==> src/rtl/vsel_pkg.sv <==
package vsel_pkg;

    // Which rule produced the victim
    typedef enum logic [1:0] {
        PICK_EMPTY    = 2'd0,
        PICK_POOL     = 2'd1,
        PICK_FALLBACK = 2'd2
    } pick_kind_e;

endpackage

==> src/rtl/vsel_owner_mask.sv <==
module vsel_owner_mask #(
    parameter int NUM_WAYS = 8,
    parameter int CORE_W   = 2,
    localparam int CNT_W   = $clog2(NUM_WAYS) + 1
) (
    input  logic [NUM_WAYS-1:0]        line_valid,
    input  logic [NUM_WAYS*CORE_W-1:0] line_owner,
    input  logic [CORE_W-1:0]          req_core,
    output logic [NUM_WAYS-1:0]        own_mask,
    output logic [NUM_WAYS-1:0]        other_mask,
    output logic [CNT_W-1:0]           own_count
);
    for (genvar w = 0; w < NUM_WAYS; w++) begin : g_way
        logic mine;
        assign mine          = (line_owner[w*CORE_W +: CORE_W] == req_core);
        assign own_mask[w]   = line_valid[w] & mine;
        assign other_mask[w] = line_valid[w] & ~mine;
    end

    always_comb begin
        own_count = '0;
        for (int w = 0; w < NUM_WAYS; w++) begin
            own_count = own_count + CNT_W'(own_mask[w]);
        end
    end
endmodule

==> src/rtl/vsel_oldest.sv <==
module vsel_oldest #(
    parameter int NUM_WAYS = 8,
    localparam int WAY_W   = $clog2(NUM_WAYS)
) (
    input  logic [NUM_WAYS-1:0]       cand,
    input  logic [NUM_WAYS*WAY_W-1:0] ranks,
    output logic                      found,
    output logic [WAY_W-1:0]          way
);
    logic [WAY_W-1:0] best_rank;

    always_comb begin
        found     = 1'b0;
        way       = '0;
        best_rank = '0;
        for (int w = 0; w < NUM_WAYS; w++) begin
            if (cand[w] && (!found || ranks[w*WAY_W +: WAY_W] > best_rank)) begin
                found     = 1'b1;
                way       = WAY_W'(w);
                best_rank = ranks[w*WAY_W +: WAY_W];
            end
        end
    end
endmodule

==> src/rtl/vsel_rank_update.sv <==
module vsel_rank_update #(
    parameter int NUM_WAYS = 8,
    localparam int WAY_W   = $clog2(NUM_WAYS)
) (
    input  logic [NUM_WAYS*WAY_W-1:0] ranks_in,
    input  logic [WAY_W-1:0]          touch_way,
    output logic [NUM_WAYS*WAY_W-1:0] ranks_out
);
    logic [WAY_W-1:0] touch_rank;
    assign touch_rank = ranks_in[touch_way*WAY_W +: WAY_W];

    for (genvar w = 0; w < NUM_WAYS; w++) begin : g_way
        logic [WAY_W-1:0] cur;
        assign cur = ranks_in[w*WAY_W +: WAY_W];
        always_comb begin
            if (WAY_W'(w) == touch_way) begin
                ranks_out[w*WAY_W +: WAY_W] = '0;
            end else if (cur < touch_rank) begin
                ranks_out[w*WAY_W +: WAY_W] = cur + WAY_W'(1);
            end else begin
                ranks_out[w*WAY_W +: WAY_W] = cur;
            end
        end
    end
endmodule

==> src/rtl/vsel_victim_select.sv <==
module vsel_victim_select #(
    parameter int NUM_WAYS  = 8,
    parameter int NUM_CORES = 4,
    localparam int WAY_W    = $clog2(NUM_WAYS),
    localparam int CORE_W   = $clog2(NUM_CORES),
    localparam int QUOTA_W  = WAY_W + 1
) (
    input  logic                         clk,
    input  logic                         rst_n,
    input  logic                         miss_valid,
    input  logic [CORE_W-1:0]            miss_core,
    input  logic [NUM_WAYS-1:0]          line_valid,
    input  logic [NUM_WAYS*CORE_W-1:0]   line_owner,
    input  logic [NUM_WAYS*WAY_W-1:0]    lru_rank,
    input  logic [NUM_CORES*QUOTA_W-1:0] core_quota,
    output logic                         victim_valid,
    output logic [WAY_W-1:0]             victim_way,
    output logic [CORE_W-1:0]            victim_owner,
    output logic [NUM_WAYS*WAY_W-1:0]    new_rank
);
    import vsel_pkg::*;

    typedef struct packed {
        logic                      vld;
        logic [WAY_W-1:0]          way;
        logic [CORE_W-1:0]         owner;
        logic [NUM_WAYS*WAY_W-1:0] ranks;
    } state_t;

    state_t st_d, st_q;

    logic [NUM_WAYS-1:0] own_mask, other_mask, pool_mask;
    logic [QUOTA_W-1:0]  own_count, quota_sel;
    logic                under_quota;
    logic                pool_found, all_found;
    logic [WAY_W-1:0]    pool_way, all_way;
    logic                empty_found;
    logic [WAY_W-1:0]    empty_way;
    logic [WAY_W-1:0]    pick_way_d;
    pick_kind_e          pick_kind_d;
    logic [NUM_WAYS*WAY_W-1:0] ranks_upd;

    vsel_owner_mask #(.NUM_WAYS(NUM_WAYS), .CORE_W(CORE_W)) u_mask (
        .line_valid (line_valid),
        .line_owner (line_owner),
        .req_core   (miss_core),
        .own_mask   (own_mask),
        .other_mask (other_mask),
        .own_count  (own_count)
    );

    assign quota_sel   = core_quota[miss_core*QUOTA_W +: QUOTA_W];
    assign under_quota = (own_count < quota_sel);
    assign pool_mask   = under_quota ? other_mask : own_mask;

    vsel_oldest #(.NUM_WAYS(NUM_WAYS)) u_pool_oldest (
        .cand  (pool_mask),
        .ranks (lru_rank),
        .found (pool_found),
        .way   (pool_way)
    );

    vsel_oldest #(.NUM_WAYS(NUM_WAYS)) u_set_oldest (
        .cand  ({NUM_WAYS{1'b1}}),
        .ranks (lru_rank),
        .found (all_found),
        .way   (all_way)
    );

    // Lowest-numbered empty way
    always_comb begin
        empty_found = 1'b0;
        empty_way   = '0;
        for (int w = NUM_WAYS - 1; w >= 0; w--) begin
            if (!line_valid[w]) begin
                empty_found = 1'b1;
                empty_way   = WAY_W'(w);
            end
        end
    end

    always_comb begin
        if (empty_found) begin
            pick_kind_d = PICK_EMPTY;
            pick_way_d  = empty_way;
        end else if (pool_found) begin
            pick_kind_d = PICK_POOL;
            pick_way_d  = pool_way;
        end else begin
            pick_kind_d = PICK_FALLBACK;
            pick_way_d  = all_found ? all_way : '0;
        end
    end

    vsel_rank_update #(.NUM_WAYS(NUM_WAYS)) u_rank (
        .ranks_in  (lru_rank),
        .touch_way (pick_way_d),
        .ranks_out (ranks_upd)
    );

    always_comb begin
        st_d     = st_q;
        st_d.vld = 1'b0;
        if (miss_valid && (pick_kind_d inside {PICK_EMPTY, PICK_POOL, PICK_FALLBACK})) begin
            st_d.vld   = 1'b1;
            st_d.way   = pick_way_d;
            st_d.owner = miss_core;
            st_d.ranks = ranks_upd;
        end
    end

    always_ff @(posedge clk or negedge rst_n) begin
        if (!rst_n) begin
            st_q <= '0;
        end else begin
            st_q <= st_d;
        end
    end

    assign victim_valid = st_q.vld;
    assign victim_way   = st_q.way;
    assign victim_owner = st_q.owner;
    assign new_rank     = st_q.ranks;
endmodule

==> config.mk <==
export PLATFORM = sky130hd
export DESIGN_NAME = vsel_victim_select
export DESIGN_NICKNAME = d
export VERILOG_FILES = /design/src/rtl/vsel_pkg.sv /design/src/rtl/vsel_owner_mask.sv /design/src/rtl/vsel_oldest.sv /design/src/rtl/vsel_rank_update.sv /design/src/rtl/vsel_victim_select.sv
export SDC_FILE = /design/constraint.sdc
export NUM_CORES = 1
export LEC_CHECK = 0
export ABC_AREA = 0
export CORE_MARGIN = 3
export CORE_UTILIZATION = 40
export DETAILED_ROUTE_END_ITERATION = 10
export GPL_ROUTABILITY_DRIVEN = 1
export PLACE_DENSITY = 0.73
export SYNTH_ARGS = -nofsm -noshare
export SYNTH_HDL_FRONTEND = slang
export SYNTH_HIERARCHICAL = 1
export SYNTH_SLANG_ARGS = --single-unit
==> constraint.sdc <==
create_clock -name clk -period 1.1 [get_ports clk]
set_input_delay 0.11 -clock clk [delete_from_list [all_inputs] [get_ports clk]]
set_output_delay 0.11 -clock clk [all_outputs]
set_load 0.02 [all_outputs]
==> results of run 1 <==
layer usage:
metal / wire length, µm / vias to the layer above / part of all wire / track usage
met1: 8720 / 3004 / 0.40 / 0.325
met5: 0 / - / 0 / 0
met4: 926 / 0 / 0.042 / 0.108
li1: - / 2868 / - / -
met2: 11100 / 268 / 0.51 / 0.510
met3: 1210 / 79 / 0.055 / 0.0223
cells in the final DEF (no fill, tap or decap), types with 22 or more instances in the layout:
master	instances
buf_4	181
clkdlybuf4s50_1	47
ha_1	45
inv_1	40
nor2_1	35
nand2_1	30
dfrtp_1	30
conb_1	27
mux2_4	25
buf_6	25
clkdlybuf4s15_1	23
ha_4	22
where the power goes:
part           switching, W  total, W  internal, W
combinational       0.00503    0.0108      0.00574
clock              0.000492   0.00155      0.00106
sequential         0.000140   0.00147      0.00133
metrics by stage:
stage          TNS, ps  hold WS [ps]   util  setup slack (ps)  power (W)
6_report       -333450          96.6  0.746            -12670     0.0138
5_1_grt        -348280          98.0  0.746            -13220     0.0146
4_1_cts        -334580           187  0.722            -12680     0.0128
3_5_place_dp   -354560           486  0.642            -13450    0.00996
3_3_place_gp   -340560           485  0.642            -12880    0.00959
2_1_floorplan  -325100          -186      -            -12390    0.00662
cell type report:
class / instances / share of cell area
sequential: 30 / 0.0778
timing repair buffer: 308 / 0.278
multi-input combinational: 532 / 0.587
clock buffer: 5 / 0.0130
tap: 172 / 0.0223
clock inverter: 3 / 0.00415
inverter: 46 / 0.0179
registers in the layout, summed over array words and instances (netlist names):
register,flops
new_rank,24
victim_owner,2
victim_valid,1
victim_way,3
cells in the mapped netlist, drive strengths merged (4+ instances only):
cell    instances
a32oi           6
buf            12
a21oi          32
nor2b          16
a21boi         10
a31oi           8
or2             5
a21o            6
or3             6
nand3          13
and3           12
dfrtp          30
inv            46
fa              4
o211ai          7
o21ai          31
a41oi           7
nand3b          7
xnor2          17
mux2           41
mux4            8
nor3            8
nor2           43
ha             72
nor3b           4
a211oi         12
nand2b          8
and2            7
o31ai           6
nand2          36
nand4           4
o21a           16
mux2i          12
xor2            5
worst max-delay path by stage:
stage	start	endpoint	slack, ps	cells past startpoint
5_1_grt	miss_core[1]	new_rank[5]$_DFFE_PN0P_	-13220	73
4_1_cts	miss_core[1]	new_rank[20]$_DFFE_PN0P_	-12680	74
2_1_floorplan	miss_core[0]	new_rank[8]$_DFFE_PN0P_	-12390	70
6_report	miss_core[1]	new_rank[5]$_DFFE_PN0P_	-12670	72
3_3_place_gp	miss_core[1]	new_rank[5]$_DFFE_PN0P_	-12880	68
3_5_place_dp	miss_core[0]	new_rank[20]$_DFFE_PN0P_	-13450	69
timing repair:
item                                    CTS  global route
setup buffers                            34            10
endpoints found under the hold margin     0             0
resized for setup                       194           105
gates cloned                              0             1
pin swaps                                91            95
endpoints found under the setup margin   57            48
cells by family after synthesis:
kind of cell / Yosys count / synth area share
flops: 30 / 0.139
simple gates: 173 / 0.172
buf+inv: 61 / 0.0512
other cells: 1 / 0.000694
fa+ha+maj: 76 / 0.182
compound gates: 173 / 0.267
xor+xnor: 22 / 0.0440
mux: 61 / 0.145
==> reports/metrics.yaml, run 1 <==
fill_cells: 846
start_kind: "input pin"
place_congestion: 0.950
max-cap-violations: 0
multi_input_area_um2: 5660
ios: 99
synth_area_leader_cell: "ha_1"
hold_buffers: 0
arrival_ps: 13990
grt_usage: 0.275
first_global_vias: 6745
diodes: 0
vias: 6219
antenna_found_initial: 0
area_delta_synth_final_pct: 78.5
rr_endpoint: "new_rank[7]$_DFFE_PN0P_"
reg2reg_from: "new_rank[7]$_DFFE_PN0P_"
synth_edf_count: 0
synthFlopType: "dfrtp_1"
wirelength_um: 22000
fmax_mhz: 72.6
status: "finished with violations"
cts-buffers-inserted: 5
path_clk_slew_ps: 50
finalCriticalPeriod_ps: 13770
dpl-instance-area_um2: 8290
drtIter0Drc: 318
die_area_um2: 14900
syn_area_per_cell_um2: 9.05
grt_max_degree: 31
worst-path-max-fanout: 8
min_to: "victim_valid$_DFF_PN0_"
hold_class: "in -> reg"
setup_viol: 28
crit_required_ps: 1320
initial_core_util: 0.418
clk-insertion-delay-late_ps: 280
yosysTopAreaCellShare: 0.167
synth.cell_area_um2: 5400
cts_root_buffer: "clkbuf_16"
wl_per_cell_um: 20.0
timing.slew.headroom: 0.647
min_path_cells: 1
nets: 1068
failed_checks: "negative setup slack"
yosysSeqAreaShare: 0.139
stdcell_count: 1096
fin_area_um2: 9640
place_inst: 1051
p_leak_nw: 4.38
die_h_um: 122
synthTopCellsByArea: "ha_1 17%, dfrtp_1 14%, mux2_2 8.3%, inv_1 3.0%, nor2_1 2.9%"
synthCells: 597
maxSlewViolCount: 0
critical_path_class: "in -> reg"
crit_family: "compound AO/OA/AOI/OAI gates"
r2r_setup_slack_ps: 280
critPathBufInv: 8
ys_warn_count: 6
reg2reg_depth: 1
seq_area_um2: 751
post-route-period-util: 12.5
layout_setup_ws_ps: -12670
fin_skew_ps: 0
peakVddDrop_mv: 1.33
grt_pass1_wl_um: 32700
ant_nets: 0
port_buffers: 98
tritoncts: "built"
row_count: 41
cp-end-kind: "register"
ys_types: 87
clockBufferDepth: 2
drtPass1Iterations: 5
critPathSlowestCell: "fa_1"
design.core.area_um2: 12900
drc_errors: 0
place_hpwl_um: 15300
die_x_um: 122
worstHoldStart: "miss_valid"
synth-seq-cells: 30
crit_path_max_incr_delay_ps: 570
async_reset_ff_frac: 1.00
cts_num_sinks: 30
htreeDepth: 2
tightest_slew_ps: 528
critPathMostFrequentCell: "ha_4"
hold_violations: 0
power.density_nw_per_um2: 1430
rsz0062_at_grt: "true"
drive_above_1_share: 0.496
vias_per_cell: 5.67
grt-ovfl-total: 0
(Power assumes the default switching activity.)
==> run 2: changes to the inputs <==
CTS_CLUSTER_DIAMETER = 60   (was unset)
==> results of run 2 <==
No change in the layout: final DEF, timing and power equal those of run 1.
==> run 3: changes to the inputs <==
CORE_ASPECT_RATIO = 2   (was unset)
==> run 3 against run 2 <==
The flow still finishes with violations (negative setup slack). Global-route usage down 0.70 points. Combinational power about the same. Maximum frequency down 0.58%. Power up 0.28%. Setup slack worse by 81 ps. Hold slack better by 88 ps. Via count up 0.56%. Critical path type unchanged. Critical endpoint is now new_rank[8]$_DFFE_PN0P_. Largest power group unchanged.
==> reports/metrics.yaml, run 3 (synthesized netlist as in run 1, its figures left out) <==
status: "finished with violations"  # unchanged
failed_checks: "negative setup slack"  # unchanged
ios: 99  # unchanged
path_clk_slew_ps: 50  # about the same
hold_class: "in -> async"  # was in -> reg
arrival_ps: 14010  # was 13990 ps
finalCriticalPeriod_ps: 13850  # was 13770 ps
vias: 6254  # was 6219
crit_family: "compound AO/OA/AOI/OAI gates"  # unchanged
wirelength_um: 21800  # was 22000 µm
power.density_nw_per_um2: 1470  # was 1430 nW/µm²
fin_skew_ps: 0  # unchanged
maxSlewViolCount: 0  # unchanged
cts_num_sinks: 30  # unchanged
max-cap-violations: 0  # unchanged
largest_reg_flops: 24  # unchanged
crit_path_max_incr_delay_ps: 540  # was 570 ps
row_count: 59  # was 41
grt-ovfl-total: 0  # unchanged
cts_root_buffer: "clkbuf_16"  # unchanged
post-route-period-util: 12.6  # was 12.5
initial_core_util: 0.411  # was 0.418
comb_power_share: 0.783  # was 0.781
critical_path_class: "in -> reg"  # unchanged
setup_viol: 27  # was 28
antenna_found_initial: 0  # unchanged
critPathBufInv: 14  # was 8
drc_errors: 0  # unchanged
internal_power_w: 0.00805  # was 0.00813 W
diodes: 0  # unchanged
critPathMostFrequentCell: "buf_4"  # was ha_4
timing.slew.headroom: 0.387  # was 0.647
vias_per_cell: 5.88  # was 5.67
rsz0062_at_grt: "true"  # unchanged
drtPass1Iterations: 5  # unchanged
fill_cells: 901  # was 846
drtIter0Drc: 421  # was 318
finalSetupTns_ps: -335240  # was -333450 ps
clk-insertion-delay-late_ps: 280  # about the same
grt_pass1_wl_um: 31600  # was 32700 µm
critPathSlowestCell: "mux4_2"  # was fa_1
ant_nets: 0  # unchanged
crit_required_ps: 1260  # was 1320 ps
power_frac_clock: 0.111  # was 0.112
hold_violations: 0  # unchanged
tritoncts: "built"  # unchanged
seqPwrFrac: 0.105  # was 0.107
swShare: 0.418  # was 0.410
port_buffers: 98  # unchanged
die_x_um: 88.2  # was 122 µm
clockBufferDepth: 2  # unchanged
layout_setup_ws_ps: -12750  # was -12670 ps
die_area_um2: 15000  # was 14900 µm²
start_kind: "input pin"  # unchanged
place_hpwl_um: 15500  # was 15300 µm
tightest_slew_ps: 911  # was 528 ps
grt_usage: 0.268  # was 0.275
wl_per_cell_um: 20.4  # was 20.0 µm
p_total_w: 0.0138  # about the same
peakVddDrop_mv: 1.31  # was 1.33 mV
design.core.area_um2: 13100  # was 12900 µm²
fmax_mhz: 72.2  # was 72.6 MHz
htreeDepth: 2  # unchanged
first_global_vias: 6639  # was 6745
area_delta_synth_final_pct: 74.7  # was 78.5%
nets: 1056  # was 1068
cp-end-kind: "register"  # unchanged
place_congestion: 0.890  # was 0.950
cts-buffers-inserted: 5  # unchanged
die_h_um: 170  # was 122 µm
layout_common_cells: "179 x buf_4, 48 x clkdlybuf4s50_1, 42 x ha_1, 40 x inv_1, 32 x nor2_1"  # was 181 x buf_4, 47 x clkdlybuf4s50_1, 45 x ha_1, 40 x inv_1, 35 x nor2_1
grt_max_degree: 31  # unchanged
p_leak_nw: 4.26  # was 4.38 nW
worst-path-max-fanout: 8  # unchanged
mostFrequentLayoutCell: "buf_4"  # unchanged
drive_above_1_share: 0.488  # was 0.496
switchingPower_w: 0.00578  # was 0.00566 W
run 3: changes by cell type in the layout (fill, tap and decap cells not counted), sizes merged:
cell           previous run  this run
clkdlybuf4s15            27        22
dlygate4sd2               8         9
clkdlybuf4s50            47        48
clkbuf                   18        10
dlymetal6s2s              1         0
run 3: final timing paths:
| path | start | end | slack [ps] | cells after the start |
|---|---|---|---|---|
| max in group asynchronous | rst_n | new_rank[7]$_DFFE_PN0P_ | 740 | 2 |
| worst min-delay path | rst_n | new_rank[18]$_DFFE_PN0P_ | 180 | 2 |
| worst max-delay path | miss_core[0] | new_rank[8]$_DFFE_PN0P_ | -12750 | 72 |
| worst min register to register | new_rank[21]$_DFFE_PN0P_ | new_rank[21]$_DFFE_PN0P_ | 510 | 1 |
| min in group clk | miss_core[1] | victim_owner[1]$_DFFE_PN0P_ | 370 | 3 |
| worst max register to register | new_rank[6]$_DFFE_PN0P_ | new_rank[6]$_DFFE_PN0P_ | 310 | 1 |
run 3: metal layers:
layer / up-vias / share of wire / track usage
met5: - / 0 / 0
met4: 0 / 0.065 / 0.179
met3: 96 / 0.043 / 0.0208
met2: 283 / 0.57 / 0.511
met1: 3020 / 0.33 / 0.260
li1: 2855 / - / -
run 3: area by class of cell:
type / instances / area (µm²) / share of cell area
clock buffers: 5 / 125 / 0.0133
clock inverters: 3 / 40.0 / 0.00424
inverters: 46 / 173 / 0.0183
multi-input cells: 532 / 5650 / 0.599
flip-flops and latches: 30 / 751 / 0.0796
well taps: 152 / 190 / 0.0202
repair buffers: 296 / 2500 / 0.265
run 3: power by group through the flow:
stage                     Combinational [W]  Sequential [W]  Clock (W)
after floorplan                     0.00488         0.00173          0
after global placement              0.00809         0.00145          0
after detailed placement            0.00839         0.00147          0
after CTS                           0.00951         0.00145    0.00158
after global routing                 0.0116         0.00148    0.00162
final                                0.0108         0.00146    0.00154
run 3: repair_timing:
item	4_1_cts	5_1_grt
hold buffers	0	0
setup endpoints to repair	57	47
buffers inserted	28	11
gates resized for setup	199	88
hold endpoints to repair	0	0
pin swaps	90	83
run 3: per-stage QoR:
step                      hold slack, ps  setup slack (ps)  utilization  instances  area (µm²)
after CTS                            183            -12500        0.685       1054        8990
after global placement               485            -13050        0.623       1021        8180
after floorplan                     -186            -12390            -        623        5880
after detailed placement             489            -13450        0.623       1021        8180
after global routing                 212            -13250        0.718       1064        9440
final                                184            -12750        0.718       1064        9440
